### src/rtl/lpk_pkg.sv
package lpk_pkg;
    typedef enum logic [1:0] {
        ST_IDLE = 2'd0,
        ST_WAIT = 2'd1,
        ST_SEND = 2'd2
    } lpk_state_e;

    localparam int CFG_SRC     = 0;
    localparam int CFG_WIDE    = 1;
    localparam int CFG_NOGAIN  = 2;
    localparam int CFG_DLY_LSB = 3;
    localparam int CFG_EN      = 7;
    localparam int SLOTS       = 4;
endpackage

### src/rtl/lpk_quad_build.sv
module lpk_quad_build
    import lpk_pkg::*;
#(
    parameter int IQ_W    = 32,
    parameter int RS_W    = 16,
    parameter int AGC_SEL = 0
) (
    input  logic                    src_agc,
    input  logic                    wide,
    input  logic                    nogain,
    input  logic [SLOTS*IQ_W-1:0]   chan_iq,
    input  logic [IQ_W-1:0]         a_iq,
    input  logic [RS_W-1:0]         a_rssi,
    input  logic [IQ_W-1:0]         b_iq,
    input  logic [RS_W-1:0]         b_rssi,
    output logic [SLOTS*IQ_W-1:0]   quad
);
    localparam int PAD_W = IQ_W - RS_W;

    logic [IQ_W-1:0] rs_a_pad, rs_b_pad, own_iq, own_rs;
    logic [IQ_W-1:0] agc_slot [SLOTS];

    assign rs_a_pad = {{PAD_W{1'b0}}, a_rssi};
    assign rs_b_pad = {{PAD_W{1'b0}}, b_rssi};
    assign own_iq   = (AGC_SEL == 0) ? a_iq : b_iq;
    assign own_rs   = (AGC_SEL == 0) ? rs_a_pad : rs_b_pad;

    always_comb begin
        for (int s = 0; s < SLOTS; s++) agc_slot[s] = '0;
        if (wide) begin
            agc_slot[0] = own_iq;
            agc_slot[1] = own_rs;
        end else if (!nogain) begin
            agc_slot[0] = a_iq;
            agc_slot[1] = rs_a_pad;
            agc_slot[2] = b_iq;
            agc_slot[3] = rs_b_pad;
        end else begin
            agc_slot[0] = a_iq;
            agc_slot[1] = b_iq;
        end
    end

    for (genvar s = 0; s < SLOTS; s++) begin : g_slot
        logic [IQ_W-1:0] chan_word;
        if (s < 2) begin : g_base
            assign chan_word = chan_iq[s*IQ_W +: IQ_W];
        end else begin : g_ext
            assign chan_word = wide ? chan_iq[s*IQ_W +: IQ_W] : '0;
        end
        assign quad[s*IQ_W +: IQ_W] = src_agc ? agc_slot[s] : chan_word;
    end
endmodule

### src/rtl/lpk_start_timer.sv
module lpk_start_timer #(
    parameter int DLY_W   = 4,
    parameter int MIN_DLY = 6
) (
    input  logic             clk,
    input  logic             rst_n,
    input  logic             load_i,
    input  logic [DLY_W-1:0] prog_i,
    input  logic             run_i,
    output logic             expired_o
);
    localparam int MW = $clog2(MIN_DLY + 1);
    localparam int TW = (MW > DLY_W) ? MW : DLY_W;

    logic [TW-1:0] cnt_q, eff;

    always_comb begin
        eff = TW'(prog_i);
        if (eff < TW'(MIN_DLY)) eff = TW'(MIN_DLY);
    end

    always_ff @(posedge clk or negedge rst_n) begin
        if (!rst_n)                         cnt_q <= '0;
        else if (load_i)                    cnt_q <= eff - 1'b1;
        else if (run_i && cnt_q != '0)      cnt_q <= cnt_q - 1'b1;
    end

    assign expired_o = (cnt_q == '0);


    min_wait_chk: assert property (@(posedge clk) disable iff (!rst_n)
        load_i |=> cnt_q >= TW'(MIN_DLY - 1));
endmodule

### src/rtl/lpk_byte_ser.sv
module lpk_byte_ser #(
    parameter int BYTES = 16
) (
    input  logic               clk,
    input  logic               rst_n,
    input  logic               load_i,
    input  logic [8*BYTES-1:0] quad_i,
    input  logic               shift_i,
    output logic [7:0]         byte_o,
    output logic               last_o
);
    localparam int CW = $clog2(BYTES);

    logic [8*BYTES-1:0] sh_q;
    logic [CW-1:0]      idx_q;

    always_ff @(posedge clk or negedge rst_n) begin
        if (!rst_n) begin
            sh_q  <= '0;
            idx_q <= '0;
        end else if (load_i) begin
            sh_q  <= quad_i;
            idx_q <= '0;
        end else if (shift_i) begin
            sh_q  <= sh_q >> 8;
            idx_q <= idx_q + 1'b1;
        end
    end

    assign byte_o = sh_q[7:0];
    assign last_o = (idx_q == CW'(BYTES - 1));


    one_step_chk: assert property (@(posedge clk) disable iff (!rst_n)
        (shift_i && !load_i) |=> idx_q == CW'($past(idx_q) + 1'b1));
endmodule

### src/rtl/lpk_link_packer.sv
module lpk_link_packer
    import lpk_pkg::*;
#(
    parameter int IQ_W    = 32,
    parameter int RS_W    = 16,
    parameter int DLY_W   = 4,
    parameter int MIN_DLY = 6,
    parameter int AGC_SEL = 0
) (
    input  logic                  clk,
    input  logic                  rst_n,
    input  logic [7:0]            cfg_i,
    input  logic                  data_rdy_i,
    input  logic [SLOTS*IQ_W-1:0] chan_iq_i,
    input  logic [IQ_W-1:0]       agc_a_iq_i,
    input  logic [RS_W-1:0]       agc_a_rssi_i,
    input  logic [IQ_W-1:0]       agc_b_iq_i,
    input  logic [RS_W-1:0]       agc_b_rssi_i,
    input  logic                  lnk_rdy_i,
    output logic [7:0]            lnk_data_o,
    output logic                  lnk_vld_o,
    output logic                  busy_o
);
    localparam int QBYTES = SLOTS * IQ_W / 8;

    lpk_state_e state_q, state_d;
    logic pend_q, pend_d;
    logic en, accept, take, last, expired;
    logic [SLOTS*IQ_W-1:0] quad;
    logic [7:0] ser_byte;

    assign en   = cfg_i[CFG_EN];
    assign take = (state_q == ST_SEND) && lnk_rdy_i;

    always_comb begin
        accept  = 1'b0;
        state_d = state_q;
        unique case (state_q)
            ST_IDLE: if (data_rdy_i) begin
                accept  = 1'b1;
                state_d = ST_WAIT;
            end
            ST_WAIT: if (expired) state_d = ST_SEND;
            ST_SEND: if (take && last) begin
                if (pend_q || data_rdy_i) begin
                    accept  = 1'b1;
                    state_d = ST_WAIT;
                end else begin
                    state_d = ST_IDLE;
                end
            end
            default: state_d = ST_IDLE;
        endcase
        if (!en) begin
            accept  = 1'b0;
            state_d = ST_IDLE;
        end
        pend_d = en && !accept && (pend_q || (data_rdy_i && state_q != ST_IDLE));
    end

    always_ff @(posedge clk or negedge rst_n) begin
        if (!rst_n) begin
            state_q <= ST_IDLE;
            pend_q  <= 1'b0;
        end else begin
            state_q <= state_d;
            pend_q  <= pend_d;
        end
    end

    always_comb begin
        lnk_vld_o  = (state_q == ST_SEND);
        busy_o     = (state_q != ST_IDLE);
        lnk_data_o = ser_byte;
    end

    lpk_quad_build #(.IQ_W(IQ_W), .RS_W(RS_W), .AGC_SEL(AGC_SEL)) u_build (
        .src_agc (cfg_i[CFG_SRC]),
        .wide    (cfg_i[CFG_WIDE]),
        .nogain  (cfg_i[CFG_NOGAIN]),
        .chan_iq (chan_iq_i),
        .a_iq    (agc_a_iq_i),
        .a_rssi  (agc_a_rssi_i),
        .b_iq    (agc_b_iq_i),
        .b_rssi  (agc_b_rssi_i),
        .quad    (quad)
    );

    lpk_start_timer #(.DLY_W(DLY_W), .MIN_DLY(MIN_DLY)) u_timer (
        .clk       (clk),
        .rst_n     (rst_n),
        .load_i    (accept),
        .prog_i    (cfg_i[CFG_DLY_LSB +: DLY_W]),
        .run_i     (state_q == ST_WAIT),
        .expired_o (expired)
    );

    lpk_byte_ser #(.BYTES(QBYTES)) u_ser (
        .clk     (clk),
        .rst_n   (rst_n),
        .load_i  (accept),
        .quad_i  (quad),
        .shift_i (take),
        .byte_o  (ser_byte),
        .last_o  (last)
    );


    off_goes_idle_chk: assert property (@(posedge clk) disable iff (!rst_n)
        !en |=> !busy_o && !lnk_vld_o);


    stall_hold_chk: assert property (@(posedge clk) disable iff (!rst_n)
        (lnk_vld_o && !lnk_rdy_i && en) |=> lnk_vld_o && $stable(lnk_data_o));


    mid_quad_busy_chk: assert property (@(posedge clk) disable iff (!rst_n)
        (lnk_vld_o && lnk_rdy_i && !last && en) |=> lnk_vld_o && busy_o);
endmodule

### config.mk
export PLATFORM = sky130hd
export DESIGN_NAME = lpk_link_packer
export DESIGN_NICKNAME = d
export VERILOG_FILES = /design/src/rtl/lpk_pkg.sv /design/src/rtl/lpk_quad_build.sv /design/src/rtl/lpk_start_timer.sv /design/src/rtl/lpk_byte_ser.sv /design/src/rtl/lpk_link_packer.sv
export SDC_FILE = /design/constraint.sdc
export NUM_CORES = 1
export LEC_CHECK = 0
export BUFFER_PORTS_ARGS = -buffer_cell sky130_fd_sc_hd__buf_4
export CAP_MARGIN = 20
export CORE_ASPECT_RATIO = 1.1
export CORE_MARGIN = 4
export CORE_UTILIZATION = 53
export DETAILED_ROUTE_END_ITERATION = 16
export GPL_TIMING_DRIVEN = 0
export PLACE_DENSITY = 0.81
export SLEW_MARGIN = 10
export SYNTH_ARGS = -nofsm -noshare
export SYNTH_HDL_FRONTEND = slang
export SYNTH_HIERARCHICAL = 1
export SYNTH_SLANG_ARGS = --single-unit
### constraint.sdc
create_clock -name clk -period 2.9 [get_ports clk]
set_clock_uncertainty 0.2 [all_clocks]
set_input_delay 0.145 -clock clk [delete_from_list [all_inputs] [get_ports clk]]
set_output_delay 0.145 -clock clk [all_outputs]
set_load 0.1 [all_outputs]
==> metrics.md <==
| Metric | Value |
|---|---|
| WHS | 6.069 ps |
| CP arrival | 2960 ps |
| Max FO, Critical Path | 10 |
| Leakage power | 0.005994 uW |
| Synth Area in Compound Gates | 0.1751 |
| Global route overflow | 0 |
| Power consumption | 7849 uW |
| Slew @ Worst Pin | 659.0 ps |
| Worst setup EP type | flip-flop |
| Largest family of logic cells by synthesized area | multiplexers |
| Startpoint types | flip-flop |
| Slew margin rel. | 0.5607 |
| Post-Synth Adder-Cell Area | 0.002959 |
| Period Utilization, post-route | 0.9700 |
| Clock Path Buffers | 2 |
| Routed WL | 36410 um |
| # IOs | 246 |
| Synth warnings | 6 |
| Fin. Hold Viols | 0 |
| Vias | 9679 |
| Post-synthesis area per instance | 9.631 sq um |
| Post-synthesis xor/xnor area fraction | 0.002072 |
| Num CTS Buffers | 17 |
| First-pass GRT wire length | 56110 um |
| Cells along the critical path | ha_1 -> and3_1 -> a31oi_2 -> nor2_1 -> buf_2 -> nand2_1 -> o22ai_1 -> ha_1 -> nand2_1 -> or3_1 -> a22oi_2 |
| M1 WL | 12580 um |
| Mapped cell area | 0.008456 sq mm |
| Antenna-violating nets left | 0 |
| CTS sink cnt | 139 |
| DR top layer | met4 |
| CTS root buf | clkbuf_16 |
| Gpl congestion | 0.9694 |
| Initial core utilization | 0.5394 |
| DR WL met2 | 18060 um |
| Worst EP required | 3040 ps |
| Ys async rst share | 1.000 |
| Min Tclk post-route | 2813 ps |
| Clk Latency, worst-skew pair | 420 ps |
| Largest net degree at the start of global routing | 72 |
| Global-route usage over all layers | 0.4009 |
| Final setup violation count | 0 |
| CP peak stage delay | 390 ps |
| Top Family by Delay on Critical Path | simple AND/OR/NAND/NOR gates |
| DR WL met3 | 3244 um |
| ANT cells | 0 |
| Hold path cells | 5 |
| Kind of critical path | flip-flop to flip-flop |
| Top_reg_cell synth | dfrtp_1 |
| Core area | 0.01568 sq mm |
| Seq/Total Area, Yosys | 0.4114 |
| Maxcap violations | 0 |
| Max Clock Freq | 355.5 MHz |
| Synth Register Bits | 139 |
| Synth Instances | 878 |
| Fillers | 730 |
| CTS tree | yes |
| 1st-pass router iterations | 5 |
| Distinct cells, synth | 43 |
| Post-Syn Nets | 1116 |
| Max stage delay cell, worst path | dfrtp_1 |
| Chip Width | 128.4 um |
| Area delta synth->final | 60.89% |
| Post-synth EDFFs | 0 |
| Layout cells sized above 1 | 0.2805 |
| Vias in the first global route | 10400 |
| Post-DP HPWL | 20010 um |
| CP Buf/Inv Count | 1 |
| Final net count | 1619 |
| Routed vias/inst | 6.072 |
| Levels on crit path | 11 |
| Mux cell area share after synthesis | 0.1872 |
| Die height | 140.5 um |
| Hold Path Class | primary input to flip-flop |
| R2r worst-path depth | 11 |
| Initial antenna violation count | 0 |
| DRC | 0 |
| H-Tree Depth | 4 |
| Post-Synth Simple-Gate Area | 0.1299 |
| Detailed Route Iter0 Violations | 1022 |
| PwrDens | 576.9 mW/mm^2 |
| Placement Rows | 48 |
| Pins over their slew limit | 0 |
| Wire length per cell | 22.84 um |
| VDD IR max | 601.3 uV |
| I/O Buffers | 243 |
| Clk slew on worst S/H paths | 60 ps |
| Run status | completed |
| Die area | 0.01804 sq mm |
## tightest hold or removal path, cell delays in order
cell and delay [ps]:
buf_4 70, nand2_1 60, o221ai_1 170, nand2_1 70, o21ai_0 60
## metrics by stage
step / TNS (ps) / std cells / setup WS, ps / cell area [sq um] / utilization
floorplan: 0 / 878 / 290.6 / 8456 / -
global placement: 0 / 1321 / 383.2 / 10530 / 0.6718
detailed placement: 0 / 1322 / 344.6 / 10560 / 0.6738
CTS: 0 / 1594 / 285.2 / 13590 / 0.8670
global route: -56.32 / 1594 / -56.32 / 13600 / 0.8679
finish: 0 / 1594 / 87.09 / 13600 / 0.8679
## where the power goes
group,leakage [uW],switching (uW),internal [uW]
logic,0.00389,1370,1150
registers,0.00181,487,2530
clock network,0.000298,831,1480
total,0.00599,2690,5160
## area by class of cell
type / instances / area [sq um] / share of cell area
sequential: 139 / 3478 / 0.2557
inverter: 33 / 123.9 / 0.009105
timing repair buffer: 484 / 4258 / 0.3130
multi-input combinational: 615 / 4218 / 0.3100
clock buffer: 20 / 456.7 / 0.03357
clock inverter: 12 / 170.2 / 0.01251
buffer: 91 / 649.4 / 0.04773
tap: 200 / 250.2 / 0.01839
## kinds of logic after synthesis
group / after synthesis
and+or+nand+nor: 233
AOI/OAI and AO/OA: 224
muxes: 154
DFF: 139
buffers and inverters: 124
xor gates and xnor gates: 2
adders and majority gates: 2
## worst paths after layout
check	from	end	slack, ps
min in group asynchronous	rst_n	u_ser/sh_q[34]$_DFFE_PN0P_	110
worst max-delay path	u_ser/idx_q[0]$_DFFE_PN0P_	u_timer/cnt_q[2]$_DFFE_PN0P_	90
worst max register to register	u_ser/idx_q[0]$_DFFE_PN0P_	u_timer/cnt_q[2]$_DFFE_PN0P_	90
max in group asynchronous	rst_n	u_ser/sh_q[94]$_DFFE_PN0P_	1630
worst min-delay path	agc_a_rssi_i[15]	u_ser/sh_q[47]$_DFFE_PN0P_	6
worst min register to register	u_ser/sh_q[125]$_DFFE_PN0P_	u_ser/sh_q[125]$_DFFE_PN0P_	340
## layer usage
metal,vias to the layer above,GRT usage
met4,0,0.2559
met5,-,0
met3,215,0.08200
met1,4607,0.4500
met2,714,0.6864
li1,4143,-
## flip-flops by register name, indices dropped and copies added, names as in the netlist
name and flops:
pend_q 1, state_q 2, u_ser/sh_q 128, u_timer/cnt_q 4, u_ser/idx_q 4
## cell usage in the layout (no fill, tap or decap), drive strengths merged, types with 6 or more instances in the layout
master / count
mux2i: 121
o22ai: 17
nor2: 8
o221ai: 16
and2: 17
dfrtp: 139
nand2b: 10
clkbuf: 37
nand2: 166
nor2b: 6
dlygate4sd3: 240
mux2: 33
nand4b: 16
inv: 33
buf: 318
a32o: 48
o21ai: 132
## cells in the mapped netlist, types with 2 or more instances
master / count / area share
inv_1: 33 / 0.015
and2_1: 17 / 0.013
nor2b_1: 4 / 0.0030
mux2_2: 32 / 0.043
a32o_1: 48 / 0.057
dfrtp_1: 139 / 0.41
xnor2_1: 2 / 0.0021
o221ai_1: 16 / 0.017
buf_6: 16 / 0.021
clkbuf_1: 17 / 0.0075
ha_1: 2 / 0.0030
nand3b_1: 2 / 0.0018
nor2_1: 7 / 0.0031
mux2i_1: 121 / 0.14
o21ai_1: 60 / 0.036
buf_2: 30 / 0.018
o21ai_0: 72 / 0.043
nand2_1: 166 / 0.074
buf_4: 22 / 0.020
o22ai_1: 17 / 0.013
a21oi_1: 3 / 0.0018
nand2b_1: 10 / 0.0074
buf_8: 6 / 0.011
nor2b_4: 2 / 0.0033
nand4b_1: 16 / 0.017
## timing repair
action / 4_1_cts / 5_1_grt
endpoints found under the hold margin: 199 / 0
gates resized for setup: 0 / 2
hold buffers: 240 / 0
endpoints found under the setup margin: 0 / 1
buffers inserted: 0 / 0
Note: power is estimated with default switching activity, not from simulation.
